**config.mk**
```make
export PLATFORM = sky130hd
export DESIGN_NAME = anc_admit_filter
export DESIGN_NICKNAME = d
export VERILOG_FILES = /design/src/rtl/anc_filter_pkg.sv /design/src/rtl/anc_cfg_regs.sv /design/src/rtl/anc_word_check.sv /design/src/rtl/anc_id_seq.sv /design/src/rtl/anc_admit_filter.sv
export SDC_FILE = /design/constraint.sdc
export NUM_CORES = 1
export LEC_CHECK = 0
export BUFFER_PORTS_ARGS = -buffer_cell sky130_fd_sc_hd__buf_4
export CAP_MARGIN = 15
export CELL_PAD_IN_SITES_DETAIL_PLACEMENT = 0
export CELL_PAD_IN_SITES_GLOBAL_PLACEMENT = 1
export CORE_ASPECT_RATIO = 1.2
export CORE_MARGIN = 3
export CORE_UTILIZATION = 43
export DETAILED_ROUTE_END_ITERATION = 6
export PLACE_DENSITY_LB_ADDON = 0.3
export SYNTH_ARGS = -nofsm -noshare
export SYNTH_HDL_FRONTEND = slang
export SYNTH_HIERARCHICAL = 1
export SYNTH_SLANG_ARGS = --single-unit
```
**constraint.sdc**
```tcl
create_clock -name clk -period 3.76 [get_ports clk]
set_input_delay 0.752 -clock clk [delete_from_list [all_inputs] [get_ports clk]]
set_output_delay 0.752 -clock clk [all_outputs]
set_load 0.005 [all_outputs]
```
**src/rtl/anc_filter_pkg.sv**
```systemverilog
package anc_filter_pkg;
  parameter int BYTE_W = 8;
  localparam int WORD_W = BYTE_W + 2;
  localparam int ID_W   = 2 * BYTE_W;

  typedef enum logic {ST_IDLE, ST_HAVE_DID} seq_state_t;

  function automatic logic word_form_ok(input logic [WORD_W-1:0] w);
    logic p;
    p = ^w[BYTE_W-1:0];
    return (w[BYTE_W] == p) && (w[BYTE_W+1] == ~p);
  endfunction

  function automatic logic id_masked_match(input logic [ID_W-1:0] id,
                                           input logic [ID_W-1:0] ref_id,
                                           input logic [ID_W-1:0] dc_mask);
    return ((id ^ ref_id) & ~dc_mask) == '0;
  endfunction
endpackage

```
**src/rtl/anc_cfg_regs.sv**
```systemverilog
module anc_cfg_regs
  import anc_filter_pkg::*;
(
  input  logic            clk,
  input  logic            rst_n,
  input  logic            we,
  input  logic [ID_W-1:0] ref_in,
  input  logic [ID_W-1:0] mask_in,
  input  logic            bypass_in,
  output logic [ID_W-1:0] ref_q,
  output logic [ID_W-1:0] mask_q,
  output logic            bypass_q
);
  always_ff @(posedge clk) begin
    if (!rst_n) begin
      ref_q    <= '0;
      mask_q   <= '1;
      bypass_q <= 1'b0;
    end else if (we) begin
      ref_q    <= ref_in;
      mask_q   <= mask_in;
      bypass_q <= bypass_in;
    end
  end
endmodule

```
**src/rtl/anc_word_check.sv**
```systemverilog
module anc_word_check
  import anc_filter_pkg::*;
(
  input  logic [WORD_W-1:0] word,
  input  logic              bypass,
  output logic              ok
);
  assign ok = bypass | word_form_ok(word);
endmodule

```
**src/rtl/anc_id_seq.sv**
```systemverilog
module anc_id_seq
  import anc_filter_pkg::*;
(
  input  logic              clk,
  input  logic              rst_n,
  input  logic              word_valid,
  input  logic              pkt_start,
  input  logic [WORD_W-1:0] word_data,
  output logic [WORD_W-1:0] did_q,
  output logic              start_evt,
  output logic              sdid_evt
);
  seq_state_t state_q;

  assign start_evt = word_valid & pkt_start;
  assign sdid_evt  = word_valid & ~pkt_start & (state_q == ST_HAVE_DID);

  always_ff @(posedge clk) begin
    if (!rst_n) begin
      state_q <= ST_IDLE;
      did_q   <= '0;
    end else if (start_evt) begin
      state_q <= ST_HAVE_DID;
      did_q   <= word_data;
    end else if (sdid_evt) begin
      state_q <= ST_IDLE;
    end
  end
endmodule

```
**src/rtl/anc_admit_filter.sv**
```systemverilog
module anc_admit_filter
  import anc_filter_pkg::*;
(
  input  logic              clk,
  input  logic              rst_n,
  input  logic              word_valid,
  input  logic              pkt_start,
  input  logic [WORD_W-1:0] word_data,
  input  logic              cfg_we,
  input  logic [ID_W-1:0]   cfg_ref_id,
  input  logic [ID_W-1:0]   cfg_mask,
  input  logic              cfg_par_bypass,
  output logic              admit_valid,
  output logic              admit,
  output logic              par_err
);
  logic [ID_W-1:0]   ref_q, mask_q;
  logic              bypass_q;
  logic [WORD_W-1:0] did_q;
  logic              start_evt, sdid_evt;
  logic [WORD_W-1:0] id_words [2];
  logic [1:0]        word_ok;
  logic              words_ok, id_hit;
  logic [ID_W-1:0]   pkt_id;

  anc_cfg_regs u_cfg (
    .clk(clk), .rst_n(rst_n), .we(cfg_we),
    .ref_in(cfg_ref_id), .mask_in(cfg_mask), .bypass_in(cfg_par_bypass),
    .ref_q(ref_q), .mask_q(mask_q), .bypass_q(bypass_q)
  );

  anc_id_seq u_seq (
    .clk(clk), .rst_n(rst_n), .word_valid(word_valid), .pkt_start(pkt_start),
    .word_data(word_data), .did_q(did_q), .start_evt(start_evt), .sdid_evt(sdid_evt)
  );

  assign id_words[0] = did_q;
  assign id_words[1] = word_data;

  for (genvar g = 0; g < 2; g++) begin : g_chk
    anc_word_check u_wc (.word(id_words[g]), .bypass(bypass_q), .ok(word_ok[g]));
  end

  assign pkt_id   = {did_q[BYTE_W-1:0], word_data[BYTE_W-1:0]};
  assign words_ok = &word_ok;
  assign id_hit   = id_masked_match(pkt_id, ref_q, mask_q);

  always_ff @(posedge clk) begin
    if (!rst_n) begin
      admit_valid <= 1'b0;
      admit       <= 1'b0;
      par_err     <= 1'b0;
    end else begin
      par_err <= 1'b0;
      if (start_evt) begin
        admit_valid <= 1'b0;
        admit       <= 1'b0;
      end else if (sdid_evt) begin
        admit_valid <= 1'b1;
        admit       <= id_hit & words_ok;
        par_err     <= ~words_ok;
      end
    end
  end
endmodule

```
Word level (Yosys, flattened, before mapping) --
Index checks and enable logic that the tools add are counted.
Word-level totals: bits in registers 47, output and inout port bits 3
Cells by class: eq/ne operators 4, mux-type cells 2, bitwise operators 15, reductions and logical operators 9
Operators by type and width (number):
- 16-bit bitwise AND | 1
- 16-bit zero test | 1
- 16-bit inverter | 1
- 8-bit parity | 2
- 16-bit XOR | 1
- 1-bit inverter | 6
- 1-bit bitwise AND | 4
- 1-bit == test | 4
- 3-bit OR reduction | 1
- 1-bit logical AND | 2
- 1-bit 2-to-1 mux | 2
- 1-bit bitwise OR | 2
- 2-bit AND reduction | 1
- 2-bit nonzero test | 1
- 2-bit OR reduction | 1

Longest topological paths before layout --
Gate-level depths: netlist of the first run.
depth in word-level cells 7, depth in mapped cells 9, mapped depth without buffers 9

Cells and area by module --
The synthesis of the first run kept the hierarchy.
Modules (own cells, without submodules):
- anc_cfg_regs | instances 1, cells each 106, area an instance 1231.2 um2, sequential area each 660.6 um2
- anc_id_seq | instances 1, cells each 50, area an instance 466.7 um2, sequential area each 220.2 um2
- anc_admit_filter | instances 1, cells each 38, area an instance 310.3 um2, sequential area each 60.1 um2
- anc_word_check | instances 2, cells each 10, area an instance 81.3 um2, sequential area each 0.0 um2

Worst setup path before layout of the first run --
OpenSTA, ideal clock, no wires.
path type input to register, start point input port word_data[1], end point register admit, arrival 1.821 ns, data required time 3.642 ns, setup slack 1.821 ns, stages 9, buffers on the path 0, cells stage by stage xnor2_1 -> xnor2_1 -> xnor2_1 -> nor2_1 -> a221o_1 -> nand2_1 -> nor2_1 -> o2111ai_1 -> nand2_1
On the way: longest elaborated chain between the ends 7, elaborated cells between the ends (all ways) 11, classes of those cells eq/ne: 2; bitwise: 5; reduce/logical: 4
RTL lines:
- start: declaration | RTL line anc_admit_filter.sv:8 | input logic [WORD_W-1:0] word_data,
- 8-bit parity (*) | RTL line anc_filter_pkg.sv:10 | p = ^w[BYTE_W-1:0];
- 1-bit inverter | RTL line anc_filter_pkg.sv:11 | return (w[BYTE_W] == p) && (w[BYTE_W+1] == ~p);
- 1-bit == test | RTL line anc_filter_pkg.sv:11
- 1-bit logical AND (*) | RTL line anc_filter_pkg.sv:11
- 1-bit bitwise OR (*) | RTL line anc_word_check.sv:8 | assign ok = bypass | word_form_ok(word);
- net word_ok[1] | RTL line anc_admit_filter.sv:22 | logic [1:0] word_ok;
- 2-bit AND reduction (*) | RTL line anc_admit_filter.sv:45 | assign words_ok = &word_ok;
- 1-bit bitwise AND (*) | RTL line anc_admit_filter.sv:60 | admit <= id_hit & words_ok;
- end signal: assignment | RTL line anc_admit_filter.sv:60
- end: declaration | RTL line anc_admit_filter.sv:14 | output logic admit,
The timed path passes the listed nets; every way through them passes the cells marked *. A chain may end at the register's enable or synchronous reset.

Final worst setup path of the first run --
start point input port word_data[7], end point register admit
Same word-level chain as after synthesis.

==> impl_metrics.toml, run 1 <==
[route]
drc = 0
avgViaCountPerCell = 4.89
first_pass_iters = 4
wl_met1_um = 2090
ant_nets = 0
wl_met3_um = 252
post_drt_wl_per_cell_um = 14.1
dr_wl_met2_um = 2110
topRoutingLayerUsed = "met4"
via_count = 1554
drt-total-wl_um = 4490
drtIter0Drc = 74

[sta]
tns_ns = 0
post-route-period-util_pct = 50.4
fin_crit_ns = 1.89
hold_viol = 0
fin_worst_skew_ns = 0.00399
relSlewSlack_pct = 62.0
setup_viol_count_final = 0
slew_violations = 0
rsz0062_at_grt = "no"
timing.final.ws_setup_ns = 1.87
worst_pin_slew_ns = 0.570
hold_slack_ns = 0.481
fmax_mhz = 528

[die]
core_mm2 = 0.00473
die_h_um = 83.8
io_pins = 51
dieWidth_um = 70.9
start_util_pct = 45.9
rows = 27
die-area_mm2 = 0.00594

[synthesis]
yosys_warnings = 6
synth_area_leaders = "dfxtp_1 43%, mux2i_1 15%, xnor2_1 12%"
synth_cell_type_count = 22
synth_compound_area_share_pct = 8.13
synth_top_family_by_area = "simple AND/OR/NAND/NOR gates"
post_synth.cell_area_avg_um2 = 10.1
syn-num-nets = 262
syn_inst = 214
ys_ff_latch = 47
synthXorXnorAreaFrac_pct = 12.1
syn_area_mm2 = 0.00217
synth_mux_area_share_pct = 15.2
synth_top_area_cell = "dfxtp_1"
synth_top_cell_area_share_pct = 43.3
yosys.area_share.simple_pct = 16.4
synth-seq-area-share_pct = 43.3
synthAdderAreaFrac_pct = 0

[worst_setup_path]
cp_max_fo = 3
path_class = "in -> reg"
r2r_start = "u_seq/did_q[3]$_SDFFE_PN0P_"
startpoint_type = "input port"
startpoint = "word_data[7]"
required_ns = 3.95
end_kind = "register"
worst_ep_arrival_time_ns = 2.08

[place]
hpwl_um = 3210
portBuffers = 50
globalplace.congestion = 0.810
place_ws_ns = 1.55

[global_route]
grt_max_degree = 56
track_usage_pct = 15.6
grt_pass1_vias = 1499
overflow = 0
antenna_found_initial = 0
grt_pass1_wl_um = 7300

[clocking]
cts_tree = "yes"
clk_pin_slew_worst_paths_ns = 0.08
clk_root_buffer_cell = "clkbuf_8"
cts.path.max_buffers = 2
postCtsSetupBuffers = 0
cts_made_buffers = 5
clk-insertion-delay-late_ns = 0.29
htreeDepth = 2
hold_buffers = 0
cts_sinks = 47
ctsResizeCount = 0

[final_layout]
antenna_cells = 0
n_fill_cell = 461
finalNetCount = 307
fin_util_pct = 54.9
area_growth_pct = 19.5
drive_gt1_share_pct = 25.4
multi_input_area_mm2 = 0.00112
seqCellArea_um2 = 941

[power_and_ir_drop]
power_switching_mw = 0.255
swShare_pct = 25.3
p_per_area_mw_per_mm2 = 388
p_comb_share_pct = 17.3
p_int_mw = 0.753
power_frac_seq_pct = 53.9
vdd_ir_drop_max_mv = 0.170
leakage_nw = 1.08
clkPwrFrac_pct = 28.7

[run]
drv_cap = 0

[run_status]
run_status = "finished clean"

[min_path]
worstHoldPathType = "reg -> reg"
hold_path.startpoint = "u_cfg/mask_q[9]$_SDFFE_PN1P_"
## flip-flops by register name, summed over array words and instances (netlist names)
name / flops
par_err: 1
u_cfg/bypass_q: 1
u_cfg/mask_q: 16
u_seq/did_q: 10
u_seq/state_q: 1
u_cfg/ref_q: 16
admit_valid: 1
admit: 1
## logic make-up after synthesis
| family | Yosys count |
|---|---|
| AND/OR/NAND/NOR | 69 |
| flip-flops | 47 |
| multiplexers | 33 |
| XOR/XNOR | 30 |
| AO/OA/AOI/OAI | 23 |
| buffers and inverters | 12 |
## final timing paths
| kind | end | slack (ns) | cells after the start |
|---|---|---|---|
| worst min-delay path | u_cfg/mask_q[9]$_SDFFE_PN1P_ | 0.48 | 2 |
| worst max-delay path | admit$_SDFFE_PP0P_ | 1.87 | 10 |
| worst min register to register | u_cfg/mask_q[9]$_SDFFE_PN1P_ | 0.48 | 2 |
| worst max register to register | admit$_SDFFE_PP0P_ | 2.06 | 9 |
## cell usage in the layout, fill, tap and decap left out, types with 5 or more instances in the layout
| cell | n |
|---|---|
| buf_4 | 50 |
| nor2b_1 | 21 |
| clkbuf_8 | 5 |
| o21ai_2 | 9 |
| mux2i_1 | 33 |
| xnor2_1 | 30 |
| nand4_1 | 10 |
| nand2_1 | 29 |
| dfxtp_1 | 47 |
| o22ai_1 | 7 |
## power groups by stage
stage | registers, mW | logic, mW | clock network [mW]
after detailed placement | 0.555 | 0.176 | 0
after floorplan | 0.550 | 0.122 | 0
final | 0.543 | 0.174 | 0.289
after global routing | 0.547 | 0.192 | 0.320
after global placement | 0.555 | 0.175 | 0
after CTS | 0.544 | 0.176 | 0.300
## cell usage after synthesis
master and number:
dfxtp_1 47, mux2i_1 33, xnor2_1 30, nand2_1 29, nor2b_1 21, nand4_1 10
o21ai_2 9, o22ai_1 7, buf_2 4, nor2_1 4, buf_6 3, clkbuf_1 3
a221o_1 2, buf_12 2, nor4_1 2, o21a_1 2, a21oi_1 1, and2_4 1
and3b_1 1, nand3b_1 1, o2111ai_1 1, o21ai_0 1
## per-layer routing
metal  track usage, %  vias up
met1             21.2      684
met5                0        -
met3             4.46        2
met4             4.62        0
li1                 -      822
met2             24.0       46
## worst max-delay path: stages
cell       delay, ns
buf_4           0.12
xnor2_1         0.20
xnor2_1         0.16
xnor2_1         0.17
nor2_1          0.06
a221o_1         0.36
nand2_1         0.06
nor2_1          0.04
o2111ai_1       0.07
nand2_1         0.07
## per-stage QoR
step | power (mW) | cell area, µm² | std cells
2_1_floorplan | 0.673 | 2170 | 214
3_3_place_gp | 0.730 | 2510 | 310
3_5_place_dp | 0.731 | 2510 | 310
4_1_cts | 1.02 | 2590 | 318
5_1_grt | 1.06 | 2590 | 318
6_report | 1.01 | 2590 | 318
## cell type report
type                            instances  area share, %
Multi-Input combinational cell        155           43.3
Sequential cell                        47           36.3
Timing Repair Buffer                   50           14.5
Clock buffer                            7           2.94
Tap cell                               58           2.80
Clock inverter                          1          0.193
No activity file was read; power rests on OpenSTA's default activity.
==> run 2, diff against run 1 <==
CORE_UTILIZATION = 36   (was 43)
clock period = 1.5 ns   (was 3.76 ns; I/O delays follow)
==> impl_metrics.toml, run 2 (same netlist as run 1, synthesis figures left out) <==
[run_status]
run_status = "finished with violations"
violations = "negative setup slack"

[clocking]
cts.path.max_buffers = 2
cts_sinks = 47
cts_made_buffers = 5
cts_tree = "yes"
clk_root_buffer_cell = "clkbuf_8"
clk_pin_slew_worst_paths_ns = 0.08
htreeDepth = 2
clk-insertion-delay-late_ns = 0.29

[run]
drv_cap = 0

[final_layout]
antenna_cells = 0
final_cell_mix = "72 x buf_4, 41 x dfxtp_1, 33 x mux2i_1"
mostFrequentLayoutCell = "buf_4"
fin_area_mm2 = 0.00287
finalNetCount = 330
largestRegisters = "u_cfg/mask_q (16), u_cfg/ref_q (16), u_seq/did_q (10)"
fin_util_pct = 50.0
area_growth_pct = 32.4
drive_gt1_share_pct = 36.5

[worst_setup_path]
cp_max_fo = 2
max_stage_delay_ns = 0.34
cpMostUsedCell = "xnor2_2"
worst_ep_arrival_time_ns = 1.82
cp_num_buf_inv = 0
startpoint_type = "register"
end_kind = "register"
crit_family = "XOR/XNOR gates"
crit_slowest_cell = "dfxtp_2"
path_cells = "xnor2_2 > xnor2_2 > xnor2_2 > nor2_1 > a221o_1 > nand2_1 > nor2_1 > o2111ai_1 > nand2_1"
path_class = "reg -> reg"
required_ns = 1.69

[power_and_ir_drop]
vdd_ir_drop_max_mv = 0.475
leakage_nw = 1.23
power.total_mw = 2.66
p_per_area_mw_per_mm2 = 927

[route]
via_count = 1648
post_drt_wl_per_cell_um = 13.7
avgViaCountPerCell = 4.55
drtIter0Drc = 79
drt-total-wl_um = 4980
first_pass_iters = 6
ant_nets = 0
drc = 0

[place]
globalplace.congestion = 0.781
dpl_cell_area_mm2 = 0.00273
hpwl_um = 3650
portBuffers = 50

[global_route]
antenna_found_initial = 0
grt_pass1_wl_um = 8140
grtUsageMet1_pct = 18.2
gr-usage-met2_pct = 24.7
grt_busiest_layer = "met2"
overflow = 0
grt_max_degree = 34
grt_pass1_vias = 1676
use_met3_pct = 2.98
track_usage_pct = 14.6

[die]
die-area_mm2 = 0.00700
io_pins = 51
dieWidth_um = 76.9
core_mm2 = 0.00574
die_h_um = 91.1
rows = 30
start_util_pct = 37.8

[sta]
fin_crit_ns = 1.63
tns_ns = -0.131
post-route-period-util_pct = 109
rsz0062_at_grt = "yes"
fin_worst_skew_ns = 0.00277
relSlewSlack_pct = 74.4
hold_viol = 0
slew_violations = 0
worst_pin_slew_ns = 0.381
fmax_mhz = 613
timing.final.ws_setup_ns = -0.131
setup_viol_count_final = 1

[min_path]
worstHoldPathType = "in -> reg"
[run 2: where the power goes]
group	internal, mW	total [mW]	switching (mW)
clock	0.362	0.769	0.406
sequential	1.32	1.36	0.0457
combinational	0.308	0.532	0.224
[run 2: layout make-up]
cell class              count  area [µm²]
repair buffers             73         561
clock buffers               6        82.6
flip-flops and latches     47         948
well taps                  80         100
clock inverters             1        5.00
fillers                   572        2870
multi-input cells         155        1180
[run 2: through the flow]
stage	instances	setup WS (ns)	hold slack, ns
floorplan	214	0.00299	0.428
global placement	355	-0.260	0.453
CTS	362	-0.153	0.207
finish	362	-0.131	0.216
detailed placement	355	-0.312	0.460
global route	362	-0.204	0.208
[run 2: metal layers]
metal	routed length (µm)	vias to the layer above	part of all wire (%)
li1	-	868	-
met3	220	5	4.4
met5	0	-	0
met2	2420	34	49
met1	2280	741	46
met4	53	0	1.1
[run 2: path summary, 6_finish.rpt]
kind	startpoint	endpoint	cells past startpoint	slack (ns)
worst max-delay path	u_seq/did_q[5]$_SDFFE_PN0P_	admit$_SDFFE_PP0P_	9	-0.13
worst min-delay path	cfg_mask[10]	u_cfg/mask_q[10]$_SDFFE_PN1P_	3	0.22
worst max register to register	u_seq/did_q[5]$_SDFFE_PN0P_	admit$_SDFFE_PP0P_	9	-0.13
worst min register to register	u_seq/did_q[9]$_SDFFE_PN0P_	u_seq/did_q[9]$_SDFFE_PN0P_	2	0.48
[run 2: repair_timing]
| action | CTS | global route |
|---|---|---|
| hold endpoints to repair | 0 | 0 |
| resized for setup | 4 | 9 |
| hold buffers | 0 | 0 |
| buffers inserted | 0 | 0 |
| endpoints found under the setup margin | 2 | 2 |
| pin swaps | 4 | 2 |
[run 2: worst reg2reg max path: cells and delay by family, from the launching register on]
| kind | cells | cell delay [ns] |
|---|---|---|
| xor+xnor | 3 | 0.54 |
| compound gates | 2 | 0.40 |
| simple gates | 4 | 0.25 |
| flops | 1 | 0.34 |
